[src/rtl/torus_route_pkg.sv]
package torus_route_pkg;
  localparam int LEN_W      = 3;
  localparam int NUM_DIM    = 3;
  localparam int NUM_PORT   = 2 * NUM_DIM;
  localparam int BYTES_W    = 9;
  localparam int CHUNK_LOG2 = 5;

  function automatic logic [BYTES_W-1:0] chunks_to_bytes(input logic [LEN_W-1:0] c);
    return ({{(BYTES_W-LEN_W){1'b0}}, c} + BYTES_W'(1)) << CHUNK_LOG2;
  endfunction
endpackage

[src/rtl/torus_dim_route.sv]
module torus_dim_route #(
  parameter int COORD_W = 3
) (
  input  logic [COORD_W-1:0] node_i,
  input  logic [COORD_W-1:0] dst_i,
  input  logic [COORD_W:0]   size_i,
  output logic               need_o,
  output logic               plus_o
);
  logic [COORD_W:0]   ofs;
  logic [COORD_W+1:0] ofs_x2;

  always_comb begin
    if (dst_i >= node_i) ofs = {1'b0, dst_i} - {1'b0, node_i};
    else                 ofs = {1'b0, dst_i} + size_i - {1'b0, node_i};
    ofs_x2 = {ofs, 1'b0};
    need_o = (ofs != '0);
    // tie at half ring goes plus
    plus_o = (ofs_x2 <= {1'b0, size_i});
  end
endmodule

[src/rtl/torus_rr_arb.sv]
module torus_rr_arb #(
  parameter int N = 3,
  localparam int PW = (N > 1) ? $clog2(N) : 1
) (
  input  logic         clk_i,
  input  logic         rst_ni,
  input  logic [N-1:0] req_i,
  input  logic         adv_i,
  output logic [N-1:0] gnt_o,
  output logic         any_o
);
  logic [PW-1:0] ptr_q, nxt_ptr;

  always_comb begin
    gnt_o   = '0;
    any_o   = 1'b0;
    nxt_ptr = ptr_q;
    for (int i = 0; i < N; i++) begin
      int idx;
      idx = (int'(ptr_q) + i) % N;
      if (!any_o && req_i[idx]) begin
        any_o      = 1'b1;
        gnt_o[idx] = 1'b1;
        nxt_ptr    = PW'((idx + 1) % N);
      end
    end
  end

  always_ff @(posedge clk_i or negedge rst_ni) begin
    if (!rst_ni)    ptr_q <= '0;
    else if (adv_i) ptr_q <= nxt_ptr;
  end


  gnt_in_req_chk: assert property (@(posedge clk_i) disable iff (!rst_ni)
    (gnt_o & ~req_i) == '0);

  gnt_onehot_chk: assert property (@(posedge clk_i) disable iff (!rst_ni)
    $onehot0(gnt_o));

  ptr_range_chk: assert property (@(posedge clk_i) disable iff (!rst_ni)
    int'(ptr_q) < N);
endmodule

[src/rtl/torus_route_sel.sv]
module torus_route_sel
  import torus_route_pkg::*;
#(
  parameter int COORD_W = 3,
  localparam int HDR_W = 3 * COORD_W + LEN_W + 1
) (
  input  logic               clk_i,
  input  logic               rst_ni,
  input  logic               hdr_valid_i,
  input  logic [HDR_W-1:0]   hdr_i,
  input  logic [COORD_W-1:0] node_x_i,
  input  logic [COORD_W-1:0] node_y_i,
  input  logic [COORD_W-1:0] node_z_i,
  input  logic [COORD_W:0]   size_x_i,
  input  logic [COORD_W:0]   size_y_i,
  input  logic [COORD_W:0]   size_z_i,
  input  logic [NUM_PORT-1:0] port_ready_i,
  output logic               route_valid_o,
  output logic               local_o,
  output logic [NUM_PORT-1:0] port_sel_o,
  output logic [BYTES_W-1:0] len_bytes_o,
  output logic               stall_o
);
  localparam int DEP_BIT = LEN_W;
  localparam int DST_LSB = LEN_W + 1;

  logic [HDR_W-1:0]   held_q, act_hdr;
  logic               act_valid;
  logic [COORD_W-1:0] node_c [NUM_DIM];
  logic [COORD_W-1:0] dst_c  [NUM_DIM];
  logic [COORD_W:0]   size_c [NUM_DIM];
  logic [NUM_DIM-1:0] need, plus, req, gnt;
  logic [NUM_PORT-1:0] port_n;
  logic               any_gnt, at_dst, one_away, fwd, stall_n, done_n;

  assign act_valid = stall_o | hdr_valid_i;
  assign act_hdr   = stall_o ? held_q : hdr_i;

  assign node_c[0] = node_x_i;
  assign node_c[1] = node_y_i;
  assign node_c[2] = node_z_i;
  assign size_c[0] = size_x_i;
  assign size_c[1] = size_y_i;
  assign size_c[2] = size_z_i;

  for (genvar d = 0; d < NUM_DIM; d++) begin : g_dim
    assign dst_c[d] = act_hdr[DST_LSB + d*COORD_W +: COORD_W];

    torus_dim_route #(.COORD_W(COORD_W)) u_dim (
      .node_i (node_c[d]),
      .dst_i  (dst_c[d]),
      .size_i (size_c[d]),
      .need_o (need[d]),
      .plus_o (plus[d])
    );

    assign req[d]        = need[d] & (plus[d] ? port_ready_i[2*d] : port_ready_i[2*d+1]);
    assign port_n[2*d]   = gnt[d] & plus[d];
    assign port_n[2*d+1] = gnt[d] & ~plus[d];
  end

  assign at_dst   = (need == '0);
  assign one_away = (need != '0) && ((need & (need - 1'b1)) == '0);
  assign fwd      = act_valid & ~at_dst & any_gnt;
  assign stall_n  = act_valid & ~at_dst & ~any_gnt;
  assign done_n   = act_valid & (at_dst | any_gnt);

  torus_rr_arb #(.N(NUM_DIM)) u_arb (
    .clk_i  (clk_i),
    .rst_ni (rst_ni),
    .req_i  (req),
    .adv_i  (fwd),
    .gnt_o  (gnt),
    .any_o  (any_gnt)
  );

  always_ff @(posedge clk_i or negedge rst_ni) begin
    if (!rst_ni) begin
      route_valid_o <= 1'b0;
      local_o       <= 1'b0;
      port_sel_o    <= '0;
      len_bytes_o   <= '0;
      stall_o       <= 1'b0;
      held_q        <= '0;
    end else begin
      route_valid_o <= done_n;
      local_o       <= act_valid & (at_dst | (act_hdr[DEP_BIT] & one_away & any_gnt));
      port_sel_o    <= fwd ? port_n : '0;
      len_bytes_o   <= done_n ? chunks_to_bytes(act_hdr[LEN_W-1:0]) : '0;
      stall_o       <= stall_n;
      if (stall_n) held_q <= act_hdr;
    end
  end


  port_onehot_chk: assert property (@(posedge clk_i) disable iff (!rst_ni)
    $onehot0(port_sel_o));

  port_was_ready_chk: assert property (@(posedge clk_i) disable iff (!rst_ni)
    (route_valid_o && port_sel_o != '0) |-> ((port_sel_o & $past(port_ready_i)) != '0));

  stall_excl_chk: assert property (@(posedge clk_i) disable iff (!rst_ni)
    stall_o |-> !route_valid_o);

  local_no_port_chk: assert property (@(posedge clk_i) disable iff (!rst_ni)
    (route_valid_o && port_sel_o == '0) |-> local_o);

  idle_quiet_chk: assert property (@(posedge clk_i) disable iff (!rst_ni)
    !route_valid_o |-> (port_sel_o == '0 && !local_o && len_bytes_o == '0));
endmodule

[config.mk]
export PLATFORM = sky130hd
export DESIGN_NAME = torus_route_sel
export DESIGN_NICKNAME = d
export VERILOG_FILES = /design/src/rtl/torus_route_pkg.sv /design/src/rtl/torus_dim_route.sv /design/src/rtl/torus_rr_arb.sv /design/src/rtl/torus_route_sel.sv
export SDC_FILE = /design/constraint.sdc
export NUM_CORES = 1
export LEC_CHECK = 0
export ABC_AREA = 1
export BUFFER_PORTS_ARGS = -buffer_cell sky130_fd_sc_hd__buf_2
export CORE_MARGIN = 2
export CORE_UTILIZATION = 40
export CTS_BUF_LIST = sky130_fd_sc_hd__clkbuf_16
export DETAILED_ROUTE_END_ITERATION = 7
export HOLD_SLACK_MARGIN = 0.1
export PLACE_DENSITY = 0.58
export SLEW_MARGIN = 10
export SYNTH_ARGS = -nofsm -noshare
export SYNTH_HDL_FRONTEND = slang
export SYNTH_SLANG_ARGS = --single-unit
[constraint.sdc]
create_clock -name clk_i -period 17.8 [get_ports clk_i]
set_clock_uncertainty 0.15 [all_clocks]
set_input_delay 0.89 -clock clk_i [delete_from_list [all_inputs] [get_ports clk_i]]
set_output_delay 0.89 -clock clk_i [all_outputs]
set_load 0.02 [all_outputs]
==> Word level (Yosys, flattened, before mapping) <==
Cells that the tools add are included.
{ "word_totals": {"ff_bits": 33, "in_bits": 43, "out_inout_bits": 18, "elab_cells": 117} }
{ "op_classes": {"n_addsub": 16, "n_div": 6, "magnitude_cmp": 12, "mux": 33, "bitwise": 27, "reduce_logical": 16} }
{ "ops": {"columns": ["cell", "n"], "rows": [
  ["$mod 32x3->32 const B", 5],
  ["$add 32x2->32 const B", 3],
  ["$ge 32x1->1 const B", 3],
  ["$lt 32x4->1 const B", 3],
  ["$mod 3x3->32 const B", 1],
  ["$and 1x1->1", 16],
  ["$le 5x4->1", 3],
  ["$mux 1", 15],
  ["$mux 13", 1],
  ["$add 3x4->4", 3],
  ["$mux 4", 3],
  ["$reduce_bool 4->1", 3],
  ["$sub 3x3->4", 3],
  ["$sub 4x3->4", 3],
  ["$ge 3x3->1", 3],
  ["$mux 3", 3],
  ["$mux 9", 1],
  ["$bmux 1 s2", 3],
  ["$demux 1 s2", 3],
  ["$logic_and 1x1->1", 6],
  ["$logic_not 3->1", 2],
  ["$mux 2", 3],
  ["$mux 6", 1],
  ["$or 3x3->3", 2],
  ["10 further kinds", 18]
]} }

==> Logic depth before layout (Yosys ltp) <==
Gate-level depths: netlist of the first run.
{ "depth": {"depth_word": 20, "mapped_depth": 63, "depth_no_buf": 62} }

==> Cells and area by module <==
From an unflattened synthesis of the first run, not the netlist that was laid out.
{ "unflattened": {"cells_unflattened": 614, "hier_area_um2": 4287.9} }
{ "modules_own_cells": {"columns": ["module", "instances", "cells_each", "area_each_um2", "seq_area_each_um2"], "rows": [
  ["torus_rr_arb", 1, 226, 1441.4, 50.0],
  ["torus_route_sel", 1, 166, 1367.6, 650.6],
  ["torus_dim_route (g_dim[0].u_dim ...)", 2, 74, 491.7, 0.0],
  ["torus_dim_route (g_dim[2].u_dim)", 1, 74, 495.5, 0.0]
]} }

==> Worst setup path before layout of the first run <==
OpenSTA, ideal clock, no wires.
{ "synth_timing": {"kind": "register to register", "startpoint": "register stall_o", "endpoint": "register u_arb.ptr_q[1]", "setup_ns": 0.065, "t_arrival_ns": 7.351, "required_ns": 17.585, "setup_slack_ns": 10.235, "stages_incl_launch_ff": 54, "path_buffers": 2, "period_less_slack_ns": 7.565, "path_cell_list": "dfrtp_1 > clkbuf_1 > clkbuf_1 > mux2i_1 > ha_1 > inv_1 > fa_1 > inv_1 > fa_1 > mux2i_1 > ha_1 > a21oi_1 > nand2_1 > o21ai_0 > nand4_1 > nand2_1 > nand4_1 > nand2_4 > [... 18 more ...] > ha_1 > inv_1 > nand2_1 > nand2_1 > nand2_2 > ha_1 > nor2_4 > nand2_2 > nand2_1 > nand2_1 > ha_1 > inv_1 > nand3_2 > nand2_1 > nand3_1 > nand2_1 > nand3_1 > nand2_1"} }
{ "synth_via": {"elab_chain_len": 19, "elab_cells_between_ends": 53, "cone_classes": "9 x add/sub; 6 x order compare; 21 x mux; 7 x bitwise; 10 x reduce/logical"} }
{ "synth_lines": {"columns": ["item", "line_no", "source"], "rows": [
  ["start, declared", "torus_route_sel.sv:22", "output logic stall_o"],
  ["start signal, assigned", "torus_route_sel.sv:90", "stall_o <= stall_n;"],
  ["$mux 13", "torus_route_sel.sv:37", "assign act_hdr = stall_o ? held_q : hdr_i;"],
  ["$add 3x4->4", "torus_dim_route.sv:15", "else ofs = {1'b0, dst_i} + size_i - {1'b0, node_i};"],
  ["$sub 4x3->4", "torus_dim_route.sv:15", null],
  ["$mux 4", "torus_dim_route.sv:14", "if (dst_i >= node_i) ofs = {1'b0, dst_i} - {1'b0, node_i};"],
  ["$le 5x4->1", "torus_dim_route.sv:19", "plus_o = (ofs_x2 <= {1'b0, size_i});"],
  ["$mux 1", "torus_route_sel.sv:57", "assign req[d] = need[d] & (plus[d] ? port_ready_i[2*d] : port_ready_i[2*d+1]);"],
  ["$and 1x1->1", "torus_route_sel.sv:57", null],
  ["$bmux 1 s2", "torus_rr_arb.sv:21", "if (!any_o && req_i[idx]) begin"],
  ["[... 3 more ...]", null, null],
  ["$logic_not 1->1", "torus_rr_arb.sv:21", null],
  ["$logic_and 1x1->1", "torus_rr_arb.sv:21", null],
  ["$mux 1", "torus_rr_arb.sv:21", null],
  ["$logic_not 1->1", "torus_rr_arb.sv:21", null],
  ["$logic_and 1x1->1", "torus_rr_arb.sv:21", null],
  ["$mux 1", "torus_rr_arb.sv:21", null],
  ["$and 1x1->1", "torus_route_sel.sv:64", "assign fwd = act_valid & ~at_dst & any_gnt;"],
  ["$reduce_and 2->1 (no source line)", null, null],
  ["end signal, assigned", "torus_rr_arb.sv:31", "else if (adv_i) ptr_q <= nxt_ptr;"],
  ["end, declared", "torus_rr_arb.sv:12", "logic [PW-1:0] ptr_q, nxt_ptr;"]
]} }
Several ways; a longest one is shown, not always the timed one. The select of a mux whose other input is x is not followed.
A chain may end at the register's enable or synchronous reset.

==> Worst setup path in the final report of the first run <==
{ "layout_timing": {"startpoint": "register stall_o", "endpoint": "register u_arb.ptr_q[0]"} }
Same word-level chain as after synthesis.

==> results of run 1 <==
-- state kept, by name, summed over array words and instances (netlist names) --
name and flops:
held_q 13, port_sel_o 6, len_bytes_o 4, u_arb.ptr_q 2
local_o 1, route_valid_o 1, stall_o 1
-- cell type report --
cell class              instances  area, µm²
repair buffers                 56        283
inverters                     114        428
multi-input cells             415       2660
clock inverters                 1       30.0
well taps                     129        161
flip-flops and latches         28        701
fillers                       924       4910
clock buffers                   3       75.1
-- placed cells by master (no fill, tap or decap), types with 2 or more instances in the layout --
cell type / instances
nand2_1: 141
inv_1: 103
buf_2: 55
nand3_1: 53
ha_1: 44
nor2_1: 30
o21ai_0: 28
dfrtp_1: 28
nand2_2: 18
fa_1: 15
a21oi_1: 12
nand4_1: 12
inv_2: 11
o21ai_1: 7
nand3_2: 6
o21ai_2: 5
xor2_1: 5
conb_1: 5
nand2_4: 4
mux2i_1: 4
xnor2_1: 3
nor3_1: 3
nor2_4: 3
clkbuf_16: 3
nand3b_1: 2
a31oi_1: 2
o22ai_1: 2
-- cell families (layout without fill, tap and decap cells) --
| kind of cell | Yosys count | count (layout) | share of synthesized area |
|---|---|---|---|
| muxes | 4 | 4 | 0.0105 |
| adders and majority gates | 59 | 59 | 0.223 |
| xor gates and xnor gates | 9 | 9 | 0.0226 |
| other | 1 | 5 | 0.000982 |
| AOI/OAI and AO/OA | 62 | 62 | 0.0941 |
| buffers and inverters | 122 | 174 | 0.125 |
| DFF | 28 | 28 | 0.184 |
| and+or+nand+nor | 276 | 276 | 0.341 |
-- stage by stage --
stage / cell area (µm²) / hold slack (ns) / utilization / setup slack [ns] / std cells
final: 4330 / 0.327 / 0.469 / 9.56 / 746
after global routing: 4330 / 0.353 / 0.469 / 8.54 / 746
after CTS: 4330 / 0.326 / 0.469 / 9.48 / 746
after detailed placement: 4230 / 0.309 / 0.458 / 9.36 / 742
after global placement: 4230 / 0.304 / 0.458 / 9.61 / 742
after floorplan: 3830 / 0.292 / - / 10.23 / 565
-- worst min-delay path, cell delays in order, from the launching register on --
cell     delay (ns)
dfrtp_1        0.34
nand2_1        0.05
nand2_1        0.05
-- synthesized netlist by cell type, drive strengths merged --
cell type and n:
or2 2, o21a 1, a21oi 12, inv 114, ha 44, o221ai 1, nand2 163, nand3 60
xnor2 4, a31oi 2, o31ai 1, a21boi 1, nor3 3, a21o 1, o22ai 2, buf 5
dfrtp 28, nand3b 2, o21ai 41, nor2 34, fa 15, mux2i 4, xor2 5, conb 1
nand4 12, clkbuf 3
-- final timing paths --
kind	endpoint	startpoint	slack, ns	cells after the start
setup reg to reg	u_arb.ptr_q[0]	stall_o	9.56	53
hold reg to reg	held_q[1]	held_q[1]	0.33	2
hold / removal	held_q[1]	held_q[1]	0.33	2
max in group asynchronous	port_sel_o[3]	rst_ni	16.59	1
setup / recovery	u_arb.ptr_q[0]	stall_o	9.56	53
min in group asynchronous	held_q[4]	rst_ni	0.50	1
-- layer usage --
layer,wire (µm),up-vias
li1,-,1880
met1,4070,1591
met2,3940,64
met3,223,7
met4,76,0
met5,0,-
==> out/metrics.yaml, run 1 <==
clock_tree:
  cts_root_buf: "clkbuf_16"
  cts_tree: "yes"
  ctsHoldBuffers: 0
  insertion_delay_ns: 0.26
  htreeDepth: 1
  path_clk_slew_ns: 0.07
  cts_setup_buffers: 0
  clock_sinks: 28
  cts_made_buffers: 3
  cts_resized: 0
  cts_buffer_depth: 2
setup_path:
  required_ns: 17.80
  end_kind: "register"
  critPathMaxFanout: 21
  cp-start-kind: "register"
  crit_type: "register to register"
  cp_common_cell: "nand2_1"
  crit_slowest_cell: "dfrtp_1"
  path_buf_inv: 9
  arrival_ns: 8.24
  slowest_delay_ns: 0.82
  cp_top_family: "simple AND/OR/NAND/NOR gates"
sta:
  period_share: 0.463
  rsz0062_at_grt: "no"
  worst_slew_pin_slew_ns: 0.740
  hold_viol: 0
  drv_slew: 0
  fmaxAchievable_mhz: 121
  period_needed_ns: 8.24
  setup_viol: 0
  slew_headroom: 0.507
  fin_setup_tns_ns: 0
die:
  start_util: 0.413
  die-width_um: 102
  ioPinCount: 61
  die_area_um2: 10300
  design.core.area_um2: 9240
  num_rows: 35
  die_y_um: 102
global_route:
  grt_remaining_overflow: 0
  grt_max_degree: 29
  grtUsageMet1: 0.235
  antenna_found_initial: 0
  grt_pass1_vias: 3273
  grtUsageTotal: 0.172
  gr-usage-met3: 0.0138
  grt_pass1_wl_um: 14600
  use_met2: 0.298
  top_usage_layer: "met2"
run:
  cap_violations: 0
synth:
  netlist_area_um2: 3820
  avgSynthCellArea_um2: 6.80
  synth_top_area_share: 0.184
  yosys_warnings: 0
  ys_seq_area_frac: 0.184
  synth_cell_type_count: 38
  synth_cells: 561
  synth.largest_area_cell: "dfrtp_1"
  yosys-top-cells-area: "dfrtp_1 (18%), ha_1 (14%), nand2_1 (14%)"
  ys_ff_latch: 28
drt:
  dr.pass1.iters: 4
  vias_per_cell: 4.75
  vias: 3542
  drtIter0Drc: 250
  wl_um: 8320
  final_antenna_net_count: 0
  routedWlPerCell_um: 11.1
  drc: 0
finish:
  finalNetCount: 720
  synthToLayoutAreaGrowth_pct: 13.5
  drive_gt1_frac: 0.182
  antenna_cells: 0
hold_path:
  min_path_type: "register to register"
placed_design:
  port_buffers: 55
  place.gp.congestion: 0.942
  dp_hpwl_um: 7180
run_status:
  outcome: "complete, no violations"
Power of run 1 is not shown: default switching activity piles up to over one toggle a cycle in this logic, so the estimate is an artifact.
==> run 2: changes to the inputs <==
==> constraint.sdc (replaced) <==
create_clock -name clk_i -period 8.6 [get_ports clk_i]
set_clock_uncertainty 0.15 [all_clocks]
set_input_delay 0.43 -clock clk_i [delete_from_list [all_inputs] [get_ports clk_i]]
set_output_delay 0.43 -clock clk_i [all_outputs]
set_load 0.02 [all_outputs]
==> run 2 against run 1 <==
Die area unchanged. Via count up 0.71%. Cell count up 0.40%. Register-to-register slack worse by 8.7 ns. Non-clock buffer count up 3. Final area up 1.3%. Global-route usage up 0.36 points. Critical path depth up 3. Flip-flop and latch count unchanged. Wire length up 2.1%. Worst setup slack worse by 8.7 ns. Sequential share of layout area down 0.21 points.
==> out/metrics.yaml, run 2 (synthesized netlist as in run 1, its figures left out) <==
drt:
  vias: 3567
  wl_um: 8490
  vias_per_cell: 4.76
  drtIter0Drc: 138
  drc: 0
  dr.pass1.iters: 4
  final_antenna_net_count: 0
  routedWlPerCell_um: 11.3
clock_tree:
  cts_buffer_depth: 2
  insertion_delay_ns: 0.27
  path_clk_slew_ns: 0.07
  htreeDepth: 1
  clock_sinks: 28
  cts_root_buf: "clkbuf_16"
  cts_tree: "yes"
  cts_made_buffers: 3
die:
  num_rows: 35
  start_util: 0.413
  ioPinCount: 61
  die_area_um2: 10300
  die-width_um: 102
  design.core.area_um2: 9240
  die_y_um: 102
run:
  cap_violations: 0
setup_path:
  cp_common_cell: "nand2_1"
  cp-start-kind: "register"
  crit_type: "register to register"
  arrival_ns: 7.83
  crit_slowest_cell: "fa_1"
  slowest_delay_ns: 0.42
  end_kind: "register"
  critPathMaxFanout: 10
  required_ns: 8.66
sta:
  slew_headroom: 0.283
  period_needed_ns: 7.77
  period_share: 0.903
  fmaxAchievable_mhz: 129
  hold_viol: 0
  setup_viol: 0
  hold-worst-slack_ns: 0.327
  drv_slew: 0
  setup_ws_ns: 0.835
  fin_setup_tns_ns: 0
  worst_slew_pin_slew_ns: 1.07
finish:
  final_common_cell: "nand2_1"
  top_regs: "held_q (13), port_sel_o (6), len_bytes_o (4)"
  antenna_cells: 0
  synthToLayoutAreaGrowth_pct: 15.0
  drive_gt1_frac: 0.195
  regMostFlops: "held_q"
  stdcell_count: 749
  finalNetCount: 723
  largest_register_ffs: 13
  mostFrequentLayoutCells: "nand2_1 (141), inv_1 (102), buf_2 (55)"
placed_design:
  place.gp.congestion: 0.860
  dp_hpwl_um: 7260
  placed_cells: 743
  port_buffers: 55
  pre_cts_ws_ns: 0.568
run_status:
  outcome: "complete, no violations"
global_route:
  grt_max_degree: 29
  grt_pass1_wl_um: 14900
  grtUsageTotal: 0.175
  grt_remaining_overflow: 0
  antenna_found_initial: 0
  grt_pass1_vias: 3413
hold_path:
  min_path_type: "register to register"
run 2: cell types whose count changed in the layout (fill, tap and decap cells not counted), sizes merged:
cell | previous run | this run
buf | 56 | 58
dlygate4sd3 | 0 | 1
run 2: layout make-up:
| type | instances | area (µm²) |
|---|---|---|
| clock buffer | 3 | 75.1 |
| clock inverter | 1 | 30.0 |
| fill | 949 | 4850 |
| inverter | 114 | 428 |
| multi-input combinational | 415 | 2690 |
| sequential | 28 | 701 |
| tap | 129 | 161 |
| timing repair buffer | 59 | 308 |
run 2: critical path: cells and delay by family, from the launching register on:
| family | cells | cell delay (ns) |
|---|---|---|
| flops | 1 | 0.35 |
| compound gates | 4 | 0.66 |
| simple gates | 33 | 3.06 |
| fa+ha+maj | 8 | 2.10 |
| mux | 2 | 0.48 |
| buf+inv | 9 | 0.89 |
run 2: final timing paths:
kind | start | to | slack [ns] | depth (start not counted)
max in group asynchronous | rst_ni | u_arb.ptr_q[1] | 7.28 | 2
min in group asynchronous | rst_ni | held_q[5] | 0.59 | 2
setup / recovery | stall_o | u_arb.ptr_q[1] | 0.83 | 56
hold / removal | held_q[2] | held_q[2] | 0.33 | 2
setup reg to reg | stall_o | u_arb.ptr_q[1] | 0.83 | 56
hold reg to reg | held_q[2] | held_q[2] | 0.33 | 2
run 2: per-layer routing:
layer  up-vias  share of wire  GRT usage  wire length, µm
li1       1889              -          -                -
met1      1614           0.48      0.231             4060
met2        59           0.48      0.314             4110
met3         5          0.030     0.0145              258
met4         0         0.0073     0.0364               62
met5         -              0          0                0
run 2: per-stage QoR:
stage | util | cell area, µm²
global placement | 0.458 | 4240
floorplan | - | 3830
finish | 0.475 | 4390
detailed placement | 0.458 | 4240
CTS | 0.471 | 4350
global route | 0.475 | 4390
run 2: repair_timing:
action	CTS	global route
hold buffers	1	0
endpoints found under the setup margin	0	2
gates resized for setup	0	17
hold endpoints to repair	28	0
setup buffers	0	1
Power of run 2 is left out for the same reason.
